### src/rtl/ctl_i2c_wr_pkg.sv
package ctl_i2c_wr_pkg;
  localparam logic [6:0] DEV_ADDR = 7'b1110101;
  localparam int unsigned NUM_REGS = 26;

  typedef enum logic [2:0] {
    ST_IDLE,
    ST_DEV,
    ST_PTR,
    ST_DATA,
    ST_SKIP
  } bus_state_e;
endpackage

### src/rtl/ctl_i2c_sync.sv
module ctl_i2c_sync #(
  parameter int unsigned WIDTH  = 2,
  parameter int unsigned STAGES = 2
) (
  input  logic             clk_i,
  input  logic             rst_ni,
  input  logic [WIDTH-1:0] d_i,
  output logic [WIDTH-1:0] q_o
);
  // idle bus level is high
  logic [WIDTH-1:0] stage_q [STAGES];

  for (genvar s = 0; s < STAGES; s++) begin : g_stage
    always_ff @(posedge clk_i or negedge rst_ni) begin
      if (!rst_ni) stage_q[s] <= '1;
      else if (s == 0) stage_q[s] <= d_i;
      else stage_q[s] <= stage_q[(s == 0) ? 0 : s-1];
    end
  end

  assign q_o = stage_q[STAGES-1];
endmodule

### src/rtl/ctl_i2c_events.sv
module ctl_i2c_events (
  input  logic clk_i,
  input  logic rst_ni,
  input  logic scl_s_i,
  input  logic sda_s_i,
  output logic start_o,
  output logic stop_o,
  output logic scl_rise_o,
  output logic scl_fall_o
);
  logic scl_q, sda_q;

  always_ff @(posedge clk_i or negedge rst_ni) begin
    if (!rst_ni) begin
      scl_q <= 1'b1;
      sda_q <= 1'b1;
    end else begin
      scl_q <= scl_s_i;
      sda_q <= sda_s_i;
    end
  end

  assign scl_rise_o = scl_s_i & ~scl_q;
  assign scl_fall_o = ~scl_s_i & scl_q;
  // SDA moves with SCL held high: bus conditions only
  assign start_o    = scl_s_i & scl_q & sda_q & ~sda_s_i;
  assign stop_o     = scl_s_i & scl_q & ~sda_q & sda_s_i;
endmodule

### src/rtl/ctl_i2c_fsm.sv
module ctl_i2c_fsm
  import ctl_i2c_wr_pkg::*;
#(
  parameter logic [6:0]  ADDR  = DEV_ADDR,
  parameter int unsigned NREGS = NUM_REGS,
  parameter int unsigned AW    = $clog2(NREGS)
) (
  input  logic          clk_i,
  input  logic          rst_ni,
  input  logic          start_i,
  input  logic          stop_i,
  input  logic          scl_rise_i,
  input  logic          scl_fall_i,
  input  logic          sda_i,
  output logic          ack_o,
  output logic          wr_en_o,
  output logic [AW-1:0] wr_addr_o,
  output logic [7:0]    wr_data_o,
  output logic          skip_o
);
  localparam logic [7:0] LIMIT    = 8'(NREGS);
  localparam logic [7:0] ADDR_BYT = {ADDR, 1'b0};

  bus_state_e state_q;
  logic [3:0] bit_cnt_q;
  logic       in_ack_q;
  logic [7:0] shift_q;
  logic [7:0] ptr_q;

  always_ff @(posedge clk_i or negedge rst_ni) begin
    if (!rst_ni) begin
      state_q   <= ST_IDLE;
      bit_cnt_q <= '0;
      in_ack_q  <= 1'b0;
      shift_q   <= '0;
      ptr_q     <= '0;
      ack_o     <= 1'b0;
      wr_en_o   <= 1'b0;
      wr_addr_o <= '0;
      wr_data_o <= '0;
    end else begin
      wr_en_o <= 1'b0;
      if (start_i) begin
        state_q   <= ST_DEV;
        bit_cnt_q <= '0;
        in_ack_q  <= 1'b0;
        ack_o     <= 1'b0;
      end else if (stop_i) begin
        state_q   <= ST_IDLE;
        bit_cnt_q <= '0;
        in_ack_q  <= 1'b0;
        ack_o     <= 1'b0;
      end else if (state_q inside {ST_DEV, ST_PTR, ST_DATA}) begin
        if (scl_rise_i && bit_cnt_q < 4'd8) begin
          shift_q   <= {shift_q[6:0], sda_i};
          bit_cnt_q <= bit_cnt_q + 4'd1;
        end else if (scl_fall_i && bit_cnt_q == 4'd8) begin
          if (!in_ack_q) begin
            // eighth fall: byte complete
            in_ack_q <= 1'b1;
            unique case (state_q)
              ST_DEV: begin
                if (shift_q == ADDR_BYT) ack_o <= 1'b1;
                else state_q <= ST_SKIP;
              end
              ST_PTR: begin
                ptr_q <= shift_q;
                ack_o <= 1'b1;
              end
              default: begin
                ack_o     <= 1'b1;
                wr_en_o   <= (ptr_q < LIMIT);
                wr_addr_o <= ptr_q[AW-1:0];
                wr_data_o <= shift_q;
                if (ptr_q != 8'hFF) ptr_q <= ptr_q + 8'd1;
              end
            endcase
          end else begin
            // ninth fall: release and advance
            in_ack_q  <= 1'b0;
            ack_o     <= 1'b0;
            bit_cnt_q <= '0;
            if (state_q == ST_DEV) state_q <= ST_PTR;
            else if (state_q == ST_PTR) state_q <= ST_DATA;
          end
        end
      end
    end
  end

  assign skip_o = (state_q == ST_SKIP);
endmodule

### src/rtl/ctl_i2c_regbank.sv
module ctl_i2c_regbank #(
  parameter int unsigned NREGS = 26,
  parameter int unsigned AW    = $clog2(NREGS)
) (
  input  logic               clk_i,
  input  logic               rst_ni,
  input  logic               wr_en_i,
  input  logic [AW-1:0]      wr_addr_i,
  input  logic [7:0]         wr_data_i,
  output logic [NREGS*8-1:0] regs_o
);
  for (genvar i = 0; i < NREGS; i++) begin : g_reg
    always_ff @(posedge clk_i or negedge rst_ni) begin
      if (!rst_ni) regs_o[i*8 +: 8] <= '0;
      else if (wr_en_i && wr_addr_i == AW'(i)) regs_o[i*8 +: 8] <= wr_data_i;
    end
  end
endmodule

### src/rtl/ctl_i2c_wr_target.sv
module ctl_i2c_wr_target
  import ctl_i2c_wr_pkg::*;
#(
  parameter logic [6:0]  ADDR  = DEV_ADDR,
  parameter int unsigned NREGS = NUM_REGS,
  localparam int unsigned AW   = $clog2(NREGS)
) (
  input  logic               clk_i,
  input  logic               rst_ni,
  input  logic               scl_i,
  input  logic               sda_i,
  output logic               sda_pull_o,
  output logic [NREGS*8-1:0] regs_o
);
  logic          scl_s, sda_s;
  logic          start, stop, scl_rise, scl_fall;
  logic          wr_en, skip;
  logic [AW-1:0] wr_addr;
  logic [7:0]    wr_data;

  ctl_i2c_sync #(.WIDTH(2), .STAGES(2)) u_sync (
    .clk_i, .rst_ni, .d_i({scl_i, sda_i}), .q_o({scl_s, sda_s})
  );

  ctl_i2c_events u_events (
    .clk_i, .rst_ni, .scl_s_i(scl_s), .sda_s_i(sda_s),
    .start_o(start), .stop_o(stop), .scl_rise_o(scl_rise), .scl_fall_o(scl_fall)
  );

  ctl_i2c_fsm #(.ADDR(ADDR), .NREGS(NREGS), .AW(AW)) u_fsm (
    .clk_i, .rst_ni, .start_i(start), .stop_i(stop),
    .scl_rise_i(scl_rise), .scl_fall_i(scl_fall), .sda_i(sda_s),
    .ack_o(sda_pull_o), .wr_en_o(wr_en), .wr_addr_o(wr_addr),
    .wr_data_o(wr_data), .skip_o(skip)
  );

  ctl_i2c_regbank #(.NREGS(NREGS), .AW(AW)) u_bank (
    .clk_i, .rst_ni, .wr_en_i(wr_en), .wr_addr_i(wr_addr),
    .wr_data_i(wr_data), .regs_o
  );
endmodule

### config.mk
export PLATFORM = sky130hd
export DESIGN_NAME = ctl_i2c_wr_target
export DESIGN_NICKNAME = d
export VERILOG_FILES = /design/src/rtl/ctl_i2c_wr_pkg.sv /design/src/rtl/ctl_i2c_sync.sv /design/src/rtl/ctl_i2c_events.sv /design/src/rtl/ctl_i2c_fsm.sv /design/src/rtl/ctl_i2c_regbank.sv /design/src/rtl/ctl_i2c_wr_target.sv
export SDC_FILE = /design/constraint.sdc
export NUM_CORES = 1
export LEC_CHECK = 0
export ABC_AREA = 1
export BUFFER_PORTS_ARGS = -buffer_cell sky130_fd_sc_hd__buf_2
export CORE_MARGIN = 10
export CORE_UTILIZATION = 45
export CTS_BUF_LIST = sky130_fd_sc_hd__clkbuf_8
export CTS_CLUSTER_DIAMETER = 50
export CTS_CLUSTER_SIZE = 28
export DETAILED_ROUTE_END_ITERATION = 10
export PLACE_DENSITY = 0.77
export SLEW_MARGIN = 5
export SYNTH_ARGS = -nofsm -noshare
export SYNTH_HDL_FRONTEND = slang
export SYNTH_SLANG_ARGS = --single-unit
### constraint.sdc
create_clock -name clk_i -period 3.7 [get_ports clk_i]
set_input_delay 0.37 -clock clk_i [delete_from_list [all_inputs] [get_ports clk_i]]
set_output_delay 0.37 -clock clk_i [all_outputs]
set_load 0.005 [all_outputs]
==> metrics <==
outcome finished, final reports clean; Critical-path top delay cell nand4_2; # IOs 213; Yosys top cell by area dfrtp_1; first-pass GRT wire length 42.0 mm; antenna diode count 0; Clock Latency Late Sink 570 ps; Rows 53; critical path fanouts, max 27; NumNets Final 1211; area delta synth->final 20.0%; Peak VDD IR 0.287 mV; post-route ant nets 0; Syn Std Cell Area 9660 sq um; WP data required 4140 ps; Reg2Reg Capture Point u_fsm.wr_data_o[5]; Total GRT Usage 18.3%; CP Capture Type flip-flop; Distinct cells, synth 26; YS warnings 0; crit path DAT 2460 ps; Num Clock Sinks 253; # DRC 0; CP Buf/Inv Count 2; CTS tree yes; Crit path largest cell delay 460 ps; CP most frequent cell inv_1; critical path class reg2reg; Num CTS Buffers 25; # Max-Cap Violations 0; worst hold path type reg2reg; Min-Delay Path Depth 0; worst r2r src u_fsm.bit_cnt_q[0]; flop and latch count out of synthesis 253; Max Freq 495 MHz; setup TNS 0 ps; drt initial violations 799; register area share after synthesis 65.6%; fin crit period 2020 ps; H-tree depth 1; initial antenna violation count 0; non-filler cells in the finished layout 1497; Top delay family on crit path simple AND/OR/NAND/NOR gates; routability cong. 0.867; Post-Syn Instances 1001; FILL cells 1904; R2R Setup Slk 1680 ps; Die H 166 um; Synthesized Nets 1008; fin crit share 54.6%; maximum buffer depth of the clock tree 3; Via density 5.10; Max Slew Vio Count 0; Port Buf Inserts 212; WHS 360 ps; post-CTS resize count 0; Final setup viols 0; RSZ-0062 raised after global routing false; Root Buffer clkbuf_8; total number of vias 7641; Place WS 1740 ps; final hold vios 0; Initial Util 45.8%; die area 27700 sq um; Worst Hold Path EP u_sync.q_o[1]; CP Cell Sequence inv_1, ha_1, inv_1, nor2_1, nand2_1, nor2_4, nand4_2, o21ai_0; Core ar. 21100 sq um; Final Skew 40.0 ps; Startpoint Class flip-flop; Routed WL 26.3 mm; total gr overflow 0; share of layout cells above drive strength 1 23.2%; worst-margin pin slew 1170 ps; hold_sp u_sync.stage_q[3]; width of the die 166 um; Worst Reg-to-Reg Cells 8; CTS clk-pin slew, worst paths 90 ps; placed insts 1449; relative slew slack 22.0%; drt first pass iters 6; synthesized area per cell 9.65 sq um; share of the synthesized area in the top cell type 64.0%; leading post-synthesis cells by cell area dfrtp_1 64%, nand2_1 13%, o21ai_0 12%; pin count of the biggest net entering global routing 112; worst setup margin 1680 ps; hpwl dp 18.0 mm; Power Density 432 nW/um^2; vias in the first global route 7443; Pleak 6.04 nW; wire per inst 17.6 um
[layer usage]
| layer | routed length (um) | share of wire, % | global-route usage [%] | vias up |
|---|---|---|---|---|
| met1 | 11400 | 44 | 24.6 | 3694 |
| met3 | 2310 | 8.8 | 5.39 | 27 |
| met5 | 0 | 0 | 0 | - |
| met4 | 452 | 1.7 | 3.93 | 0 |
| met2 | 12100 | 46 | 28.8 | 276 |
| li1 | - | - | - | 3644 |
[synth_stat cells (all sizes together)]
cell / n
a21oi: 1
buf: 25
clkbuf: 21
dfrtp: 247
dfstp: 6
ha: 3
inv: 52
nand2: 343
nand3: 21
nand4: 6
nor2: 30
nor3: 4
o21ai: 239
o21bai: 1
o31ai: 1
xor2: 1
[cell families after synthesis]
| logic type | count (synthesis) | share of synthesized area, % |
|---|---|---|
| adders and majority gates | 3 | 0.389 |
| buffers and inverters | 98 | 4.34 |
| and+or+nand+nor | 404 | 16.9 |
| xor gates and xnor gates | 1 | 0.0907 |
| DFF | 253 | 65.6 |
| AOI/OAI and AO/OA | 242 | 12.6 |
[how the worst max path moves through the flow]
| stage | startpoint | end | slack [ps] | cells past startpoint |
|---|---|---|---|---|
| after floorplan | u_fsm.bit_cnt_q[0] | u_fsm.wr_data_o[0] | 2150 | 10 |
| after global placement | u_fsm.bit_cnt_q[0] | u_fsm.wr_addr_o[1] | 1820 | 8 |
| after detailed placement | u_fsm.bit_cnt_q[0] | u_fsm.wr_data_o[3] | 1740 | 8 |
| after CTS | u_fsm.bit_cnt_q[0] | u_fsm.wr_data_o[5] | 1670 | 8 |
| after global routing | u_fsm.bit_cnt_q[1] | u_fsm.wr_data_o[5] | 1320 | 8 |
| final | u_fsm.bit_cnt_q[0] | u_fsm.wr_data_o[5] | 1680 | 8 |
[placed cells by master, fill, tap and decap left out, types with 2 or more instances in the layout]
cell / Yosys / routed
dfstp_2: 6 / 6
bufinv_16: 0 / 3
clkinv_8: 0 / 4
inv_8: 0 / 3
nand3_1: 20 / 20
buf_2: 22 / 211
nor2_1: 24 / 24
inv_2: 3 / 3
buf_4: 0 / 6
nor2_4: 4 / 4
nor3_1: 2 / 2
nor2_2: 2 / 2
inv_6: 0 / 3
dlygate4sd3_1: 0 / 3
o21ai_0: 230 / 230
clkbuf_8: 0 / 29
ha_1: 3 / 3
o21ai_1: 8 / 8
nor3_4: 2 / 2
inv_1: 49 / 49
dfrtp_1: 247 / 247
nand2_1: 343 / 343
nand4_1: 5 / 5
[area by class of cell]
cell class	count	area, sq um	area share (%)
Clock buffer	29	399	3.44
Sequential cell	253	6340	54.7
Inverter	52	195	1.68
Clock inverter	16	248	2.14
Timing Repair Buffer	222	1170	10.1
Multi-Input combinational cell	650	2900	25.0
Tap cell	275	344	2.97
[metrics by stage]
step | instance area [sq um] | utilization [%] | power (W)
after floorplan | 9660 | - | 0.00288
after global placement | 10900 | 51.7 | 0.00295
after detailed placement | 10900 | 51.7 | 0.00296
after CTS | 11600 | 55.0 | 0.00506
after global routing | 11600 | 55.0 | 0.00517
final | 11600 | 55.0 | 0.00501
[report_power, final]
group	switching (W)	leakage (nW)	total [W]	internal, W
Clock	0.00110	0.322	0.00211	0.00101
Combinational	0.0000833	2.21	0.000108	0.0000247
Sequential	0.0000118	3.51	0.00279	0.00278
[worst register-to-register path: stages, from the launching register on]
cell	delay (ps)
dfrtp_1	430
inv_1	80
ha_1	140
inv_1	40
nor2_1	70
nand2_1	140
nor2_4	160
nand4_2	460
o21ai_0	400
[state kept, by name (all words and copies together) (netlist names)]
name             cells
u_bank.regs_o      208
u_events.scl_q       1
u_events.sda_q       1
u_fsm.ack_o          1
u_fsm.bit_cnt_q      4
u_fsm.in_ack_q       1
u_fsm.ptr_q          8
u_fsm.shift_q        8
u_fsm.state_q        3
u_fsm.wr_addr_o      5
u_fsm.wr_data_o      8
u_fsm.wr_en_o        1
u_sync.q_o           2
u_sync.stage_q       2
[timing repair]
action / CTS / global route
setup endpoints to repair: 0 / 0
hold buffers: 3 / 0
setup buffers: 0 / 0
hold endpoints to repair: 108 / 0
(Power assumes the default switching activity.)
